`src/rtl/uart_wake_rx_pkg.sv`:
```
package uart_wake_rx_pkg;

    localparam int DATA_W = 8;

    typedef enum logic [1:0] {
        ST_IDLE,
        ST_START,
        ST_DATA,
        ST_STOP
    } rx_state_e;

    typedef struct packed {
        logic              ferr;
        logic              bit8;
        logic [DATA_W-1:0] data;
    } rx_word_t;

endpackage

```
`src/rtl/rx_line_sync.sv`:
```
module rx_line_sync #(
    parameter int STAGES = 2
) (
    input  logic clk_i,
    input  logic rst_ni,
    input  logic rx_i,
    output logic rx_o,
    output logic fall_o
);

    typedef struct packed {
        logic [STAGES-1:0] chain;
        logic              prev;
    } sync_t;

    sync_t sync_d, sync_q;

    always_comb begin
        sync_d       = sync_q;
        sync_d.chain = {sync_q.chain[STAGES-2:0], rx_i};
        sync_d.prev  = sync_q.chain[STAGES-1];
    end

    always_ff @(posedge clk_i or negedge rst_ni) begin
        if (!rst_ni) begin
            sync_q <= '1;
        end else begin
            sync_q <= sync_d;
        end
    end

    assign rx_o   = sync_q.chain[STAGES-1];
    assign fall_o = sync_q.prev & ~sync_q.chain[STAGES-1];

endmodule

```
`src/rtl/rx_frame_fsm.sv`:
```
module rx_frame_fsm
    import uart_wake_rx_pkg::*;
#(
    parameter int OVS = 16
) (
    input  logic     clk_i,
    input  logic     rst_ni,
    input  logic     run_i,
    input  logic     nine_i,
    input  logic     tick_i,
    input  logic     rx_i,
    input  logic     fall_i,
    output logic     word_valid_o,
    output rx_word_t word_o
);

    localparam int SHW = DATA_W + 1;
    localparam int CW  = $clog2(OVS);
    localparam int BW  = $clog2(SHW);
    localparam logic [CW-1:0] MID  = CW'(OVS / 2 - 1);
    localparam logic [CW-1:0] LAST = CW'(OVS - 1);

    typedef struct packed {
        rx_state_e      state;
        logic [CW-1:0]  cnt;
        logic [BW-1:0]  idx;
        logic [SHW-1:0] shreg;
    } frm_t;

    frm_t frm_d, frm_q;
    logic [BW-1:0] last_idx;

    always_comb begin
        frm_d        = frm_q;
        word_valid_o = 1'b0;
        last_idx     = nine_i ? BW'(SHW - 1) : BW'(SHW - 2);
        word_o.ferr  = ~rx_i;
        word_o.bit8  = nine_i & frm_q.shreg[SHW-1];
        word_o.data  = nine_i ? frm_q.shreg[DATA_W-1:0] : frm_q.shreg[SHW-1:1];

        if (!run_i) begin
            frm_d.state = ST_IDLE;
            frm_d.cnt   = '0;
        end else begin
            unique case (frm_q.state)
                ST_IDLE: begin
                    if (fall_i) begin
                        frm_d.state = ST_START;
                        frm_d.cnt   = '0;
                    end
                end
                ST_START: begin
                    if (tick_i) begin
                        if (frm_q.cnt == MID) begin
                            frm_d.cnt = '0;
                            frm_d.idx = '0;
                            frm_d.state = rx_i ? ST_IDLE : ST_DATA;
                        end else begin
                            frm_d.cnt = frm_q.cnt + 1'b1;
                        end
                    end
                end
                ST_DATA: begin
                    if (tick_i) begin
                        if (frm_q.cnt == LAST) begin
                            frm_d.cnt   = '0;
                            frm_d.shreg = {rx_i, frm_q.shreg[SHW-1:1]};
                            if (frm_q.idx == last_idx) begin
                                frm_d.state = ST_STOP;
                            end else begin
                                frm_d.idx = frm_q.idx + 1'b1;
                            end
                        end else begin
                            frm_d.cnt = frm_q.cnt + 1'b1;
                        end
                    end
                end
                ST_STOP: begin
                    if (tick_i) begin
                        if (frm_q.cnt == LAST) begin
                            word_valid_o = 1'b1;
                            frm_d.state  = ST_IDLE;
                            frm_d.cnt    = '0;
                        end else begin
                            frm_d.cnt = frm_q.cnt + 1'b1;
                        end
                    end
                end
                default: frm_d.state = ST_IDLE;
            endcase
        end
    end

    always_ff @(posedge clk_i or negedge rst_ni) begin
        if (!rst_ni) begin
            frm_q <= '{state: ST_IDLE, cnt: '0, idx: '0, shreg: '0};
        end else begin
            frm_q <= frm_d;
        end
    end

    // a disabled receiver is idle one cycle later
    assert_off_idle_R1: assert property (@(posedge clk_i) disable iff (!rst_ni)
        !run_i |=> frm_q.state == ST_IDLE);

    // a high line at mid-start aborts the frame
    assert_glitch_abort_R8: assert property (@(posedge clk_i) disable iff (!rst_ni)
        (run_i && frm_q.state == ST_START && tick_i && frm_q.cnt == MID && rx_i)
        |=> frm_q.state == ST_IDLE);

endmodule

```
`src/rtl/rx_word_fifo.sv`:
```
module rx_word_fifo
    import uart_wake_rx_pkg::*;
#(
    parameter int DEPTH = 2
) (
    input  logic     clk_i,
    input  logic     rst_ni,
    input  logic     clr_ovr_i,
    input  logic     push_i,
    input  rx_word_t push_word_i,
    input  logic     pop_i,
    output rx_word_t head_o,
    output logic     empty_o,
    output logic     ovr_o
);

    localparam int AW = (DEPTH > 1) ? $clog2(DEPTH) : 1;
    localparam int CW = $clog2(DEPTH + 1);

    typedef struct packed {
        rx_word_t [DEPTH-1:0] mem;
        logic [AW-1:0]        rd_ptr;
        logic [AW-1:0]        wr_ptr;
        logic [CW-1:0]        cnt;
        logic                 ovr;
    } fifo_t;

    fifo_t fifo_d, fifo_q;
    logic  do_pop, do_push, full;

    function automatic logic [AW-1:0] wrap_inc(input logic [AW-1:0] p);
        return (p == AW'(DEPTH - 1)) ? '0 : p + 1'b1;
    endfunction

    always_comb begin
        fifo_d  = fifo_q;
        full    = (fifo_q.cnt == CW'(DEPTH));
        do_pop  = pop_i && (fifo_q.cnt != '0);
        do_push = push_i && !fifo_q.ovr && (!full || do_pop);

        if (push_i && !fifo_q.ovr && full && !do_pop) begin
            fifo_d.ovr = 1'b1;
        end
        if (clr_ovr_i) begin
            fifo_d.ovr = 1'b0;
        end
        if (do_push) begin
            fifo_d.mem[fifo_q.wr_ptr] = push_word_i;
            fifo_d.wr_ptr             = wrap_inc(fifo_q.wr_ptr);
        end
        if (do_pop) begin
            fifo_d.rd_ptr = wrap_inc(fifo_q.rd_ptr);
        end
        case ({do_push, do_pop})
            2'b10:   fifo_d.cnt = fifo_q.cnt + 1'b1;
            2'b01:   fifo_d.cnt = fifo_q.cnt - 1'b1;
            default: fifo_d.cnt = fifo_q.cnt;
        endcase
    end

    always_ff @(posedge clk_i or negedge rst_ni) begin
        if (!rst_ni) begin
            fifo_q <= '0;
        end else begin
            fifo_q <= fifo_d;
        end
    end

    assign head_o  = fifo_q.mem[fifo_q.rd_ptr];
    assign empty_o = (fifo_q.cnt == '0);
    assign ovr_o   = fifo_q.ovr;

    // fill level never exceeds the depth
    assert_cnt_bound_R4: assert property (@(posedge clk_i) disable iff (!rst_ni)
        fifo_q.cnt <= CW'(DEPTH));

    // overrun only rises on a full buffer
    assert_ovr_on_full_R5: assert property (@(posedge clk_i) disable iff (!rst_ni)
        $rose(fifo_q.ovr) |-> $past(fifo_q.cnt) == CW'(DEPTH));

    // while overrun holds, nothing is pushed
    assert_ovr_freeze_R5: assert property (@(posedge clk_i) disable iff (!rst_ni)
        (fifo_q.ovr && !pop_i) |=> $stable(fifo_q.cnt));

endmodule

```
`src/rtl/uart_wake_rx.sv`:
```
module uart_wake_rx
    import uart_wake_rx_pkg::*;
#(
    parameter int OVS         = 16,
    parameter int DEPTH       = 2,
    parameter int SYNC_STAGES = 2
) (
    input  logic              clk_i,
    input  logic              rst_ni,
    input  logic              rx_i,
    input  logic              baud_tick_i,
    input  logic              rx_en_i,
    input  logic              nine_bit_i,
    input  logic              wake_set_i,
    input  logic              rd_i,
    output logic [DATA_W-1:0] rd_data_o,
    output logic              rd_bit8_o,
    output logic              frame_err_o,
    output logic              overrun_o,
    output logic              rx_irq_o,
    output logic              wake_en_o
);

    typedef struct packed {
        logic en;
        logic seen;
        logic irq;
    } wake_t;

    wake_t    wake_d, wake_q;
    logic     rx_s, rx_fall;
    logic     run, word_valid, fifo_empty, fifo_ovr;
    rx_word_t word, head;

    rx_line_sync #(
        .STAGES (SYNC_STAGES)
    ) u_sync (
        .clk_i  (clk_i),
        .rst_ni (rst_ni),
        .rx_i   (rx_i),
        .rx_o   (rx_s),
        .fall_o (rx_fall)
    );

    assign run = rx_en_i && !wake_q.en && !fifo_ovr;

    rx_frame_fsm #(
        .OVS (OVS)
    ) u_frame (
        .clk_i        (clk_i),
        .rst_ni       (rst_ni),
        .run_i        (run),
        .nine_i       (nine_bit_i),
        .tick_i       (baud_tick_i),
        .rx_i         (rx_s),
        .fall_i       (rx_fall),
        .word_valid_o (word_valid),
        .word_o       (word)
    );

    rx_word_fifo #(
        .DEPTH (DEPTH)
    ) u_fifo (
        .clk_i       (clk_i),
        .rst_ni      (rst_ni),
        .clr_ovr_i   (!rx_en_i),
        .push_i      (word_valid),
        .push_word_i (word),
        .pop_i       (rd_i),
        .head_o      (head),
        .empty_o     (fifo_empty),
        .ovr_o       (fifo_ovr)
    );

    always_comb begin
        wake_d = wake_q;
        if (wake_set_i) begin
            wake_d.en   = 1'b1;
            wake_d.seen = 1'b0;
        end
        if (wake_q.en && rx_fall) begin
            wake_d.seen = 1'b1;
            wake_d.irq  = 1'b1;
        end
        if (wake_q.en && wake_q.seen && rx_s) begin
            wake_d.en   = 1'b0;
            wake_d.seen = 1'b0;
        end
        if (rd_i) begin
            wake_d.irq = 1'b0;
        end
    end

    always_ff @(posedge clk_i or negedge rst_ni) begin
        if (!rst_ni) begin
            wake_q <= '0;
        end else begin
            wake_q <= wake_d;
        end
    end

    assign rd_data_o   = head.data;
    assign rd_bit8_o   = head.bit8;
    assign frame_err_o = head.ferr;
    assign overrun_o   = fifo_ovr;
    assign rx_irq_o    = !fifo_empty || wake_q.irq;
    assign wake_en_o   = wake_q.en;

    // no word is produced while wake-up mode is active
    assert_wake_no_word_R9: assert property (@(posedge clk_i) disable iff (!rst_ni)
        wake_q.en |-> !word_valid);

    // a wake edge raises the interrupt
    assert_wake_irq_R9: assert property (@(posedge clk_i) disable iff (!rst_ni)
        (wake_q.en && rx_fall && !rd_i) |=> rx_irq_o);

    // wake-up mode ends only after the line is seen high
    assert_wake_exit_R10: assert property (@(posedge clk_i) disable iff (!rst_ni)
        $fell(wake_q.en) |-> $past(rx_s));

endmodule

```
`config.mk`:
```
export PLATFORM = sky130hd
export DESIGN_NAME = uart_wake_rx
export DESIGN_NICKNAME = d
export VERILOG_FILES = /design/src/rtl/uart_wake_rx_pkg.sv /design/src/rtl/rx_line_sync.sv /design/src/rtl/rx_frame_fsm.sv /design/src/rtl/rx_word_fifo.sv /design/src/rtl/uart_wake_rx.sv
export SDC_FILE = /design/constraint.sdc
export NUM_CORES = 1
export LEC_CHECK = 0
export CAP_MARGIN = 20
export CORE_MARGIN = 4
export CORE_UTILIZATION = 32
export CTS_BUF_LIST = sky130_fd_sc_hd__clkbuf_16
export CTS_CLUSTER_SIZE = 30
export DETAILED_ROUTE_END_ITERATION = 8
export PLACE_DENSITY = 0.49
export SLEW_MARGIN = 20
export SYNTH_ARGS = -nofsm -noshare
export SYNTH_HDL_FRONTEND = slang
export SYNTH_SLANG_ARGS = --single-unit
```
`constraint.sdc`:
```
create_clock -name clk_i -period 2.8 [get_ports clk_i]
set_clock_uncertainty 0.1 [all_clocks]
set_input_delay 0.7 -clock clk_i [delete_from_list [all_inputs] [get_ports clk_i]]
set_output_delay 0.7 -clock clk_i [all_outputs]
set_load 0.005 [all_outputs]
```
==> flow_metrics.py, run 1 <==
metrics = {
    "cts": {
        "h-tree-depth": 2,
        "root_buffer": "clkbuf_16",
        "clock_path_buffers": 2,
        "numCtsBuffers": 5,
        "cts_resized": 0,
        "cts_sinks": 50,
        "ctsHoldBuffers": 0,
        "post_cts_buffers": 0,
        "clk_pin_slew_ps": 70,
        "clock_latency_ps": 280,
        "cts_tree": "yes",
    },
    "logic_synthesis": {
        "synth.avg_cell_area_sq_um": 12.0,
        "yosysWarnings": 0,
        "synth_nets": 215,
        "synth-seq-area-share_pct": 51.4,
        "yosys_register_bits": 50,
        "yosys_most_used_dff": "dfrtp_1",
        "synth_edf_count": 0,
        "synth_area_sq_um": 2440,
        "synth-async-reset-ratio_pct": 100,
        "synth_cell_types": 47,
        "syn_inst": 204,
    },
    "floorplan": {
        "chipHeight_microns": 95.4,
        "design.core.area_sq_um": 7330,
        "rows": 31,
        "ios": 21,
        "dieArea_sq_um": 9100,
        "die_w_microns": 95.4,
        "start_util_pct": 33.3,
    },
    "timing": {
        "setup_viol": 0,
        "maxSlewHeadroom_pct": 57.8,
        "worst_pin_slew_ps": 633,
        "tns_ps": 0,
        "max_clock_freq_ghz": 0.383,
        "hold_viol": 0,
        "timing.final.crit_share_pct": 93.4,
        "rsz0062_at_grt": "false",
        "fin_crit_ps": 2610,
        "setup_ws_ps": 186,
        "drv_slew": 0,
    },
    "grt": {
        "grt_pass1_wl_mm": 7.75,
        "track_usage_pct": 11.0,
        "grt_max_degree": 27,
        "grt_antenna_before_repair": 0,
        "grt_overflow": 0,
        "grt_pass1_vias": 1616,
    },
    "critical_path": {
        "slowest_stage": "dfrtp_1",
        "crit_fanout": 11,
        "crit_path_max_incr_delay_ps": 670,
        "cp_cell_sequence": "mux2_2 > clkdlybuf4s50_1",
        "start_kind": "flip-flop",
        "crit_buf_inv": 1,
        "critPathTopFamily": "flip-flops",
        "crit_required_ps": 2000,
        "endpoint_kind": "output port",
        "crit_arrival_ps": 1810,
        "worstSetupPathType": "reg2out",
    },
    "placed_design": {
        "port_buffers": 20,
        "place.gp.congestion": 0.741,
        "dp_hpwl_mm": 3.29,
        "pre_cts_slack_ps": 85.2,
    },
    "pwr": {
        "p_leak_nw": 1.41,
        "peakVddDrop_v": 0.000254,
        "p_per_area_nw_per_um2": 504,
    },
    "worst_hold_path": {
        "worstHoldPathType": "reg2reg",
    },
    "finish": {
        "diodes": 0,
        "synthToLayoutAreaGrowth_pct": 22.8,
        "layout-drive-gt1-share_pct": 19.3,
        "fin_nets": 243,
    },
    "route": {
        "wire_per_inst_microns": 13.9,
        "wirelength_mm": 4.60,
        "drc_errors": 0,
        "drtIter0Drc": 51,
        "drtPass1Iterations": 3,
        "via_per_inst": 4.86,
        "vias": 1615,
        "drtAntennaViolNets": 0,
    },
    "status": {
        "outcome": "finished clean",
    },
    "flow_run": {
        "maxCapViolCount": 0,
    },
}
[path summary, 6_finish.rpt]
path / depth (start not counted) / startpoint / slack [ps] / end
hold / removal: 0 / u_sync.sync_d[2] / 260 / u_sync.rx_o
hold reg to reg: 0 / u_sync.sync_d[2] / 260 / u_sync.rx_o
max in group asynchronous: 2 / rst_ni / 1640 / u_sync.sync_q[0]
min in group asynchronous: 1 / rst_ni / 340 / u_fifo.fifo_q[10]
setup / recovery: 2 / u_fifo.fifo_q[4] / 190 / rd_data_o[7]
setup reg to reg: 3 / wake_en_o / 770 / u_frame.frm_q[11]
[metal layers]
layer	vias to the layer above	wire length (microns)	track usage [%]
li1	802	-	-
met1	793	2270	14.8
met2	18	2160	17.7
met3	2	144	2.68
met4	0	22	3.20
met5	-	0	0
[through the flow]
step           util (%)  power (mW)  instance area [sq um]  cells  hold slack (ps)
6_report           40.9        1.51                   3000    332              256
5_1_grt            40.9        1.58                   3000    332              265
4_1_cts            40.9        1.54                   3000    332              258
3_5_place_dp       38.6       0.842                   2830    324              248
3_3_place_gp       38.6       0.842                   2830    324              248
2_1_floorplan         -       0.790                   2440    204              245
[synthesized netlist by cell type (4+ instances only)]
master / number / area share, %
mux2_2: 18 / 8.3
o21ai_1: 8 / 1.6
nand2_1: 10 / 1.5
buf_2: 4 / 0.82
mux2_1: 25 / 12
dfrtp_1: 47 / 48
nand3_1: 7 / 1.4
clkbuf_1: 7 / 1.1
o21ai_0: 5 / 1.0
a21oi_1: 7 / 1.4
inv_1: 5 / 0.77
nor2_1: 5 / 0.77
[registers in the layout (all words and copies together) (netlist names)]
| register | count |
|---|---|
| wake_q | 2 |
| u_fifo.ovr_o | 1 |
| u_sync.sync_q | 1 |
| u_frame.frm_q | 19 |
| u_sync.rx_o | 1 |
| u_sync.sync_d | 1 |
| wake_en_o | 1 |
| u_fifo.fifo_q | 24 |
[cells in the final DEF (no fill, tap or decap), types with 7 or more instances in the layout]
master           synthesis  final
a21oi_1                  7      7
buf_4                    0     10
clkdlybuf4s50_1          0     19
dfrtp_1                 47     47
mux2_1                  25     25
mux2_2                  18     18
nand2_1                 10     10
nand3_1                  7      7
o21ai_1                  8      8
[worst register-to-register path: stages, from the launching register on]
cell and delay, ps:
dfrtp_1 470, or3b_1 440, or4_1 660, a31o_1 260
[report_power, final]
group	internal, mW	leakage, nW	switching, mW
logic	0.0382	0.649	0.0393
clock network	0.423	0.0842	0.263
registers	0.734	0.680	0.0149
[cell type report]
class / count / area (sq um)
fillers: 694 / 4330
clock buffers: 5 / 125
multi-input cells: 138 / 1120
flip-flops and latches: 50 / 1250
repair buffers: 32 / 310
clock inverters: 3 / 43.8
well taps: 99 / 124
inverters: 5 / 18.8
[kinds of logic after synthesis]
kind of cell / Yosys count / share of synthesized area, %
simple gates: 50 / 13.0
flops: 50 / 51.4
mux: 46 / 21.0
compound gates: 34 / 8.60
buf+inv: 16 / 2.66
xor+xnor: 5 / 1.79
fa+ha+maj: 3 / 1.54
(Power assumes the default switching activity.)
==> run 2: changes to the inputs <==
--- a/config.mk
+++ b/config.mk
@@ -6,13 +6,11 @@
 export NUM_CORES = 1
 export LEC_CHECK = 0
 export CAP_MARGIN = 20
-export CORE_MARGIN = 4
 export CORE_UTILIZATION = 32
 export CTS_BUF_LIST = sky130_fd_sc_hd__clkbuf_16
 export CTS_CLUSTER_SIZE = 30
 export DETAILED_ROUTE_END_ITERATION = 8
 export PLACE_DENSITY = 0.49
-export SLEW_MARGIN = 20
 export SYNTH_ARGS = -nofsm -noshare
 export SYNTH_HDL_FRONTEND = slang
 export SYNTH_SLANG_ARGS = --single-unit
==> flow_metrics.py, run 2 (same netlist as run 1, synthesis figures left out) <==
metrics = {
    "finish": {
        "synthToLayoutAreaGrowth_pct": 21.9,
        "final_cell_mix": "dfrtp_1, mux2_1, clkdlybuf4s50_1",
        "seq_area_sq_um": 1250,
        "n_fill_cell": 720,
        "largest_reg_flops": 24,
        "diodes": 0,
        "final_cells": 332,
        "regMostFlops": "u_fifo.fifo_q",
        "multi_input_area_sq_um": 1120,
        "reg_top3": "u_fifo.fifo_q x24, u_frame.frm_q x19, wake_q x2",
        "layout-drive-gt1-share_pct": 19.3,
        "final_common_cell": "dfrtp_1",
        "fin_nets": 243,
    },
    "critical_path": {
        "cp.depth": 2,
        "slowest_stage": "dfrtp_1",
        "reg2regPathDepth": 7,
        "crit_fanout": 11,
        "crit_arrival_ps": 1810,
        "worstSetupPathType": "reg2out",
        "crit_path_start": "u_fifo.fifo_q[4]",
        "r2r-end": "u_fifo.fifo_q[2]",
        "cp_cell_sequence": "mux2_2 > clkdlybuf4s50_1",
        "start_kind": "flip-flop",
        "crit_required_ps": 2000,
        "endpoint": "rd_data_o[7]",
        "critPathTopFamily": "flip-flops",
        "crit_path_max_incr_delay_ps": 660,
        "crit_buf_inv": 1,
        "r2r-start": "u_frame.frm_q[13]",
        "rrSetupSlack_ps": 760,
        "endpoint_kind": "output port",
    },
    "pwr": {
        "pwr-share-comb_pct": 4.9,
        "p_per_area_nw_per_um2": 514,
        "peakVddDrop_v": 0.000225,
        "p_total_mw": 1.53,
        "power_frac_seq_pct": 48.9,
        "net-switching-power_uw": 333,
        "p_leak_nw": 1.40,
        "internal_power_mw": 1.20,
        "netSwitchingFraction_pct": 21.8,
        "power_frac_clock_pct": 46.2,
    },
    "cts": {
        "clk_pin_slew_ps": 70,
        "cts_resized": 0,
        "h-tree-depth": 2,
        "cts_tree": "yes",
        "clock_latency_ps": 290,
        "clock_path_buffers": 2,
        "numCtsBuffers": 5,
        "post_cts_buffers": 0,
        "ctsHoldBuffers": 0,
        "cts_sinks": 50,
        "root_buffer": "clkbuf_16",
    },
    "route": {
        "via_per_inst": 4.90,
        "wire_per_inst_microns": 13.9,
        "drc_errors": 0,
        "drtAntennaViolNets": 0,
        "wirelength_mm": 4.61,
        "vias": 1627,
        "drtIter0Drc": 49,
        "drtPass1Iterations": 4,
    },
    "flow_run": {
        "maxCapViolCount": 0,
    },
    "grt": {
        "grt_pass1_wl_mm": 7.92,
        "track_usage_pct": 13.0,
        "grt_max_degree": 51,
        "grt_antenna_before_repair": 0,
        "grt_overflow": 0,
        "grt_pass1_vias": 1626,
    },
    "timing": {
        "worst_pin_slew_ps": 646,
        "maxSlewHeadroom_pct": 57.0,
        "tns_ps": 0,
        "fin_crit_ps": 2610,
        "setup_ws_ps": 187,
        "hold_viol": 0,
        "rsz0062_at_grt": "false",
        "setup_viol": 0,
        "drv_slew": 0,
        "timing.final.crit_share_pct": 93.3,
        "max_clock_freq_ghz": 0.383,
    },
    "placed_design": {
        "place.gp.congestion": 0.738,
        "dp_hpwl_mm": 3.19,
        "placed_cells": 324,
        "pre_cts_slack_ps": 92.9,
        "port_buffers": 20,
    },
    "floorplan": {
        "dieArea_sq_um": 7990,
        "start_util_pct": 33.3,
        "chipHeight_microns": 89.4,
        "design.core.area_sq_um": 7330,
        "rows": 31,
        "die_w_microns": 89.4,
        "ios": 21,
    },
    "worst_hold_path": {
        "worstHoldPathType": "reg2reg",
    },
    "status": {
        "outcome": "finished clean",
    },
}
## run 2: cell types whose count changed in the layout (fill, tap and decap cells not counted), sizes merged
| cell | delta |
|---|---|
| clkinv | -1 |
| inv | +1 |
## run 2: power by group through the flow
| stage | combinational (mW) | sequential [mW] | clock (mW) |
|---|---|---|---|
| 6_report | 0.0748 | 0.749 | 0.708 |
| 5_1_grt | 0.0846 | 0.751 | 0.758 |
| 4_1_cts | 0.0774 | 0.748 | 0.737 |
| 3_5_place_dp | 0.0770 | 0.762 | 0 |
| 3_3_place_gp | 0.0768 | 0.762 | 0 |
| 2_1_floorplan | 0.0342 | 0.756 | 0 |
## run 2: how the worst min path moves through the flow
stage,from,cells after the start,to
after global placement,u_sync.sync_d[2],0,u_sync.rx_o
after floorplan,u_sync.sync_d[2],0,u_sync.rx_o
after global routing,u_sync.sync_d[2],0,u_sync.rx_o
final,u_sync.sync_d[2],0,u_sync.rx_o
after detailed placement,u_sync.sync_d[2],0,u_sync.rx_o
after CTS,u_sync.sync_d[2],0,u_sync.rx_o
## run 2: area by class of cell
class	instances	area share, %
Clock buffer	5	4.20
Inverter	5	0.630
Tap cell	99	4.16
Sequential cell	50	42.1
Multi-Input combinational cell	138	37.7
Timing Repair Buffer	32	9.58
Clock inverter	3	1.60
## run 2: layer usage
metal	vias up	global-route usage, %	wire (microns)
met3	6	3.23	167
met2	21	21.6	2170
met1	795	16.9	2220
li1	805	-	-
met4	0	3.90	53
met5	-	0	0
## run 2: stage by stage
stage | cell area, sq um | hold slack [ps] | util (%)
after floorplan | 2440 | 245 | -
after global placement | 2810 | 248 | 38.3
after detailed placement | 2810 | 247 | 38.3
after CTS | 2980 | 258 | 40.6
after global routing | 2980 | 263 | 40.6
final | 2980 | 256 | 40.6
